$ cat config.mk
export PLATFORM = sky130hd
export DESIGN_NAME = oneshot_pulse
export DESIGN_NICKNAME = d
export VERILOG_FILES = /design/src/rtl/oneshot_pkg.sv /design/src/rtl/os_sync.sv /design/src/rtl/os_trig_detect.sv /design/src/rtl/os_width_ctr.sv /design/src/rtl/oneshot_pulse.sv
export SDC_FILE = /design/constraint.sdc
export NUM_CORES = 1
export LEC_CHECK = 0
export CAP_MARGIN = 40
export CORE_MARGIN = 8
export CORE_UTILIZATION = 53
export DETAILED_ROUTE_END_ITERATION = 8
export HOLD_SLACK_MARGIN = 0.02
export PLACE_DENSITY = 0.86
export SETUP_SLACK_MARGIN = 0.3
export SYNTH_ARGS = -nofsm -noshare
export SYNTH_HDL_FRONTEND = slang
export SYNTH_SLANG_ARGS = --single-unit
$ cat constraint.sdc
create_clock -name clk_i -period 2.6 [get_ports clk_i]
set_input_delay 0.52 -clock clk_i [delete_from_list [all_inputs] [get_ports clk_i]]
set_output_delay 0.52 -clock clk_i [all_outputs]
set_load 0.01 [all_outputs]
$ cat src/rtl/oneshot_pkg.sv
package oneshot_pkg;
  typedef struct packed {
    logic a;    // active-low trigger
    logic b;    // active-high trigger
    logic clr;  // active-low clear
  } trig_in_t;

  // idle history: a high, b low, clear high
  localparam trig_in_t TRIG_IDLE = '{a: 1'b1, b: 1'b0, clr: 1'b1};
endpackage

$ cat src/rtl/os_sync.sv
module os_sync #(
  parameter int unsigned N      = 3,
  parameter int unsigned STAGES = 2,
  parameter logic [N-1:0] RST_VAL = '0
) (
  input  logic         clk_i,
  input  logic         rst_ni,
  input  logic [N-1:0] d_i,
  output logic [N-1:0] q_o
);
  for (genvar i = 0; i < N; i++) begin : g_bit
    logic [STAGES-1:0] ff_q;
    always_ff @(posedge clk_i or negedge rst_ni) begin
      if (!rst_ni) ff_q <= {STAGES{RST_VAL[i]}};
      else         ff_q <= {ff_q[STAGES-2:0], d_i[i]};
    end
    assign q_o[i] = ff_q[STAGES-1];
  end
endmodule

$ cat src/rtl/os_trig_detect.sv
module os_trig_detect
  import oneshot_pkg::*;
(
  input  logic     clk_i,
  input  logic     rst_ni,
  input  trig_in_t cur_i,
  output logic     fire_o
);
  trig_in_t prev_q;

  always_ff @(posedge clk_i or negedge rst_ni) begin
    if (!rst_ni) prev_q <= TRIG_IDLE;
    else         prev_q <= cur_i;
  end

  logic a_fall, b_rise, clr_rise, armed;
  assign a_fall   = prev_q.a & ~cur_i.a;
  assign b_rise   = ~prev_q.b & cur_i.b;
  assign clr_rise = ~prev_q.clr & cur_i.clr;
  assign armed    = cur_i.clr & cur_i.b & ~cur_i.a;

  assign fire_o = armed & (a_fall | b_rise | clr_rise);
endmodule

$ cat src/rtl/os_width_ctr.sv
module os_width_ctr #(
  parameter int unsigned WIDTH_W = 16
) (
  input  logic               clk_i,
  input  logic               rst_ni,
  input  logic               clr_n_i,
  input  logic               fire_i,
  input  logic [WIDTH_W-1:0] width_i,
  output logic               active_o,
  output logic [WIDTH_W-1:0] cnt_o
);
  localparam logic [WIDTH_W-1:0] ONE = WIDTH_W'(1);

  always_ff @(posedge clk_i or negedge rst_ni) begin
    if (!rst_ni) begin
      active_o <= 1'b0;
      cnt_o    <= '0;
    end else if (!clr_n_i) begin
      active_o <= 1'b0;
      cnt_o    <= '0;
    end else if (active_o) begin
      cnt_o <= cnt_o - ONE;
      if (cnt_o == ONE) active_o <= 1'b0;
    end else if (fire_i && width_i != '0) begin
      active_o <= 1'b1;
      cnt_o    <= width_i;
    end
  end
endmodule

$ cat src/rtl/oneshot_pulse.sv
module oneshot_pulse
  import oneshot_pkg::*;
#(
  parameter int unsigned WIDTH_W     = 16,
  parameter int unsigned SYNC_STAGES = 2
) (
  input  logic               clk_i,
  input  logic               rst_ni,
  input  logic               a_ni,
  input  logic               b_i,
  input  logic               clr_ni,
  input  logic [WIDTH_W-1:0] width_i,
  output logic               q_o,
  output logic               qn_o
);
  trig_in_t raw, syn;
  logic fire, active;
  logic [WIDTH_W-1:0] cnt;

  assign raw = '{a: a_ni, b: b_i, clr: clr_ni};

  os_sync #(.N(3), .STAGES(SYNC_STAGES), .RST_VAL(TRIG_IDLE)) u_sync (
    .clk_i(clk_i), .rst_ni(rst_ni), .d_i(raw), .q_o(syn)
  );

  os_trig_detect u_det (
    .clk_i(clk_i), .rst_ni(rst_ni), .cur_i(syn), .fire_o(fire)
  );

  os_width_ctr #(.WIDTH_W(WIDTH_W)) u_ctr (
    .clk_i(clk_i), .rst_ni(rst_ni), .clr_n_i(syn.clr), .fire_i(fire),
    .width_i(width_i), .active_o(active), .cnt_o(cnt)
  );

  assign q_o  = active;
  assign qn_o = ~active;
endmodule

After elaboration in Yosys (flattened, before gate mapping)
Cells that the tools add are included.
{"block": "totals", "register_bits": 26, "latch_bits": 0, "ramBits": 0, "romBits": 0, "inputBits": 21, "out_inout_bits": 2, "elab_cells": 32, "memories": 0}
{"block": "classes", "add_sub_neg": 1, "multipliers": 0, "div_mod_pow": 0, "magnitude_cmp": 0, "eq_ne": 2, "n_shift": 0, "n_mux": 7, "bitwise": 12, "n_reduce_logical": 2}
{"op": "two-way mux 16 bit", "n": 3}
{"op": "equality test 16 x 1 -> 1 bit (second input constant)", "n": 1}
{"op": "nonzero test 16 bit", "n": 1}
{"op": "subtractor 16 x 1 -> 16 bit (second input constant)", "n": 1}
{"op": "bitwise AND 1 bit", "n": 6}
{"op": "two-way mux 1 bit", "n": 4}
{"op": "inverter 1 bit", "n": 4}
{"op": "!= test 3 x 1 -> 1 bit (second input constant)", "n": 1}
{"op": "OR 1 bit", "n": 2}
{"op": "logical AND 1 bit", "n": 1}

Depth between registers and ports, before layout
{"block": "depth", "ltp_word": 9, "ltp_mapped": 7, "ltp_nobuf": 7}

Modules after synthesis
From an unflattened synthesis, not the netlist that was laid out.
{"block": "unflattened", "hier_cells": 144, "area_unflattened_um2": 1435.1}
{"module": "os_width_ctr", "n_inst": 1, "cells_each": 128, "area_each_um2": 1153.6, "seq_area_each_um2": 425.4}
{"module": "os_sync", "n_inst": 1, "cells_each": 9, "area_each_um2": 177.7, "seq_area_each_um2": 155.1}
{"module": "os_trig_detect", "n_inst": 1, "cells_each": 6, "area_each_um2": 100.1, "seq_area_each_um2": 77.6}
{"module": "oneshot_pulse", "n_inst": 1, "cells_each": 1, "area_each_um2": 3.8, "seq_area_each_um2": 0.0}

Worst setup path before layout
No wires, ideal clock.
{"block": "synth_path", "kind": "reg2reg", "from": "register u_det.prev_q[2] in the netlist's numbering", "to": "register u_ctr.cnt_o[12]", "setup_time_ps": 120, "t_arrival_ps": 1723, "required_time_ps": 2480, "setup_slack_ps": 757, "stages_incl_launch_ff": 7, "path_buffers": 1, "synth_period_minus_slack_ps": 1843, "cell_sequence": "dfstp_2 and3b_1 nor3_2 and2_1 buf_6 mux2_4 o211a_1"}
{"block": "synth_via", "elab_chain_len": 6}
{"item": "from (decl)", "line": "os_trig_detect.sv:9", "text": "trig_in_t prev_q;"}
{"item": "from (signal assigned)", "line": "os_trig_detect.sv:13", "text": "else prev_q <= cur_i;"}
{"item": "bitwise AND 1 bit", "line": "os_trig_detect.sv:17", "text": "assign a_fall = prev_q.a & ~cur_i.a;"}
{"item": "OR 1 bit (2 in a row)", "line": "os_trig_detect.sv:22", "text": "assign fire_o = armed & (a_fall | b_rise | clr_rise);"}
{"item": "bitwise AND 1 bit", "line": "os_trig_detect.sv:22"}
{"item": "logical AND 1 bit", "line": "os_width_ctr.sv:24", "text": "end else if (fire_i && width_i != '0) begin"}
{"item": "!= test 3 x 1 -> 1 bit (no line)"}
{"item": "to (signal assigned)", "line": "os_width_ctr.sv:22", "text": "cnt_o <= cnt_o - ONE;"}
{"item": "to (signal assigned)", "line": "os_width_ctr.sv:26", "text": "cnt_o <= width_i;"}
{"item": "to (decl)", "line": "os_width_ctr.sv:10", "text": "output logic [WIDTH_W-1:0] cnt_o"}
No other way between the ends.
A chain may end at the register's enable or synchronous reset.

Final worst setup path
{"block": "layout_path", "from": "register u_ctr.active_o", "to": "output qn_o"}
{"block": "layout_via", "elab_chain_len": 1}
{"item": "from (decl)", "line": "os_width_ctr.sv:9", "text": "output logic active_o,"}
{"item": "from (signal assigned)", "line": "os_width_ctr.sv:16", "text": "active_o <= 1'b0;"}
{"item": "from (signal assigned)", "line": "os_width_ctr.sv:19", "text": "active_o <= 1'b0;"}
{"item": "from (signal assigned)", "line": "os_width_ctr.sv:23", "text": "if (cnt_o == ONE) active_o <= 1'b0;"}
{"item": "inverter 1 bit", "line": "oneshot_pulse.sv:36", "text": "assign qn_o = ~active;"}
{"item": "to (decl)", "line": "oneshot_pulse.sv:14", "text": "output logic qn_o"}
No other way between the ends.

==> impl_metrics.json <==
{
  "status": "completed",
  "cp.depth": 2,
  "slowest_stage": "clkdlybuf4s50_1",
  "yosysUniqueCellTypes": 42,
  "initial_core_util": 0.541,
  "die_y_um": 68.4,
  "ys_seq_area_frac": 0.453,
  "post-place-ws_ps": 195,
  "p_comb_frac": 0.268,
  "placed_cells": 197,
  "endpoint_kind": "output pin",
  "synth.avg_cell_area_um2": 10.2,
  "syn_inst": 143,
  "period_share": 0.832,
  "setup.worst_path.class": "reg -> out",
  "yosysTopAreaCell": "dfrtp_1",
  "drt_iter0_markers": 92,
  "worst_slew_pin_slew_ps": 556,
  "synth.ff_latch_count": 26,
  "slew_headroom": 0.628,
  "cts-root-buf": "clkbuf_4",
  "drive_gt1_frac": 0.181,
  "worst_skew_pair.late_latency_ps": 320,
  "min_period_ps": 2160,
  "ctsLongestPathBuffers": 2,
  "rsz0062_at_grt": "false",
  "ff2ff_path_depth": 6,
  "fin_nets": 195,
  "setup_viol": 0,
  "post-synth-top-area-fraction": 0.345,
  "grt_pass1_wl_um": 6490,
  "cp.arrival_ps": 1640,
  "swShare": 0.296,
  "switching_power_mw": 0.303,
  "finalSetupTns_ps": 0,
  "grt_max_degree": 27,
  "ant_nets": 0,
  "grt_usage": 0.181,
  "ys_async_sr_fraction": 1.00,
  "synthFlopType": "dfrtp_1",
  "maxSlewViolCount": 0,
  "synthTopCellsByArea": "dfrtp_1 34%, dfstp_2 11%, nand2_1 4.7%",
  "cp_max_fo": 12,
  "maxCapViolCount": 0,
  "cts_max_level": 1,
  "cts.clk_slew.worst_paths_ps": 150,
  "syn-num-nets": 166,
  "area_growth_pct": 24.0,
  "fp.coreArea_um2": 2690,
  "worstPathRequired_ps": 2080,
  "cts_tree": "done",
  "seqPwrFrac": 0.458,
  "internal-power_mw": 0.721,
  "pwr-share-clk": 0.273,
  "viasPerCell": 6.73,
  "place_congestion": 0.920,
  "port_buffers": 22,
  "postCtsHoldBufs": 0,
  "syn_area_um2": 1450,
  "vias": 1360,
  "cp-start-kind": "flop",
  "hold_class": "reg -> reg",
  "fin_ws_ps": 438,
  "hold_viol": 0,
  "antenna_found_initial": 0,
  "hpwl_um": 2870,
  "p_leak_nw": 0.747,
  "cts.sinks": 26,
  "grt_overflow_total": 0,
  "drc": 0,
  "power_density_nw_per_um2": 568,
  "synth_edf_count": 0,
  "final_core_util": 0.671,
  "yosysWarnings": 0,
  "grt_pass1_vias": 1361,
  "drt_first_pass_iters": 5,
  "final_cells": 202,
  "die_w_um": 68.4,
  "pin_count": 23,
  "numCtsBuffers": 3,
  "min_path_cells": 0,
  "fmax_mhz": 462,
  "peakVddDrop_mv": 0.418,
  "path_cells": "inv_1 > clkdlybuf4s50_1",
  "slowest_delay_ps": 620,
  "wl_per_cell_um": 19.5,
  "diodes": 0,
  "finClkSkew_ps": 10.7,
  "die_area_um2": 4670,
  "rows": 19,
  "crit_buf_inv": 2,
  "path_delay_family": "buffers and inverters",
  "wl_um": 3950
}
## flip-flops by register name (all words and copies together) (netlist names)
| signal | count |
|---|---|
| u_ctr.active_o | 1 |
| u_ctr.cnt_o | 16 |
| u_det.prev_q | 3 |
| u_sync.g_bit.ff_q | 6 |
## cells in the final DEF (no fill, tap or decap), drive strengths merged, types with 4 or more instances in the layout
cell,synthesis,routed
inv,5,5
clkdlybuf4s50,0,22
nand3,12,12
dfstp,6,6
xnor2,6,6
dfrtp,20,20
nor2,8,8
nor3,4,4
buf,2,8
a211oi,5,5
nand2,18,18
nor4,6,6
o21ai,7,7
a31oi,6,6
## synth_stat cells (all sizes together), types with 3 or more instances
cell type / instances
nor2: 8
nor3: 4
o21ai: 7
dfrtp: 20
dfstp: 6
inv: 5
clkbuf: 4
a211oi: 5
xnor2: 6
nand2: 18
nand3: 12
a31oi: 6
xor2: 3
o211ai: 3
nor4: 6
## power groups by stage
stage	logic (mW)	clock network [mW]	registers, mW
5_1_grt	0.297	0.301	0.472
6_report	0.275	0.280	0.469
3_3_place_gp	0.254	0	0.473
3_5_place_dp	0.265	0	0.476
4_1_cts	0.269	0.281	0.468
2_1_floorplan	0.171	0	0.469
## logic make-up (layout without fill, tap and decap cells)
group	count (synthesis)	after routing	synth area share
fa+ha+maj	2	2	0.0172
buf+inv	11	39	0.0344
simple gates	61	61	0.264
mux	2	2	0.0207
flops	26	26	0.453
compound gates	32	32	0.157
xor+xnor	9	9	0.0543
## stage by stage
stage / instance area, um2 / power (mW) / hold WS, ps
6_report: 1800 / 1.02 / 367
5_1_grt: 1800 / 1.07 / 371
4_1_cts: 1790 / 1.02 / 369
3_5_place_dp: 1730 / 0.740 / 343
3_3_place_gp: 1730 / 0.727 / 335
2_1_floorplan: 1450 / 0.639 / 224
## timing repair
action	4_1_cts	5_1_grt
gates resized for setup	0	1
setup endpoints to repair	0	2
buffers inserted	0	1
## routing by layer
| layer | track usage | wire, um |
|---|---|---|
| met1 | 0.208 | 1490 |
| met2 | 0.319 | 2010 |
| met3 | 0.0311 | 298 |
| met4 | 0.0844 | 145 |
| met5 | 0 | 0 |
## path summary, 6_finish.rpt
check	from	end	slack, ps
max in group asynchronous	rst_ni	u_det.prev_q[0]	1750
setup / recovery	u_ctr.active_o	qn_o	440
hold reg to reg	u_sync.g_bit[2].ff_q[0]	u_sync.g_bit[2].ff_q[1]	370
hold / removal	u_sync.g_bit[2].ff_q[0]	u_sync.g_bit[2].ff_q[1]	370
setup reg to reg	u_det.prev_q[2]	u_ctr.cnt_o[14]	470
min in group asynchronous	rst_ni	u_ctr.cnt_o[15]	540
## final cells by class
class | count | area, um2
multi-input combinational | 106 | 753
tap | 31 | 38.8
clock buffer | 3 | 22.5
fill | 198 | 885
inverter | 5 | 18.8
clock inverter | 1 | 30.0
timing repair buffer | 30 | 280
sequential | 26 | 658
Power figures use the tool's default switching activity.
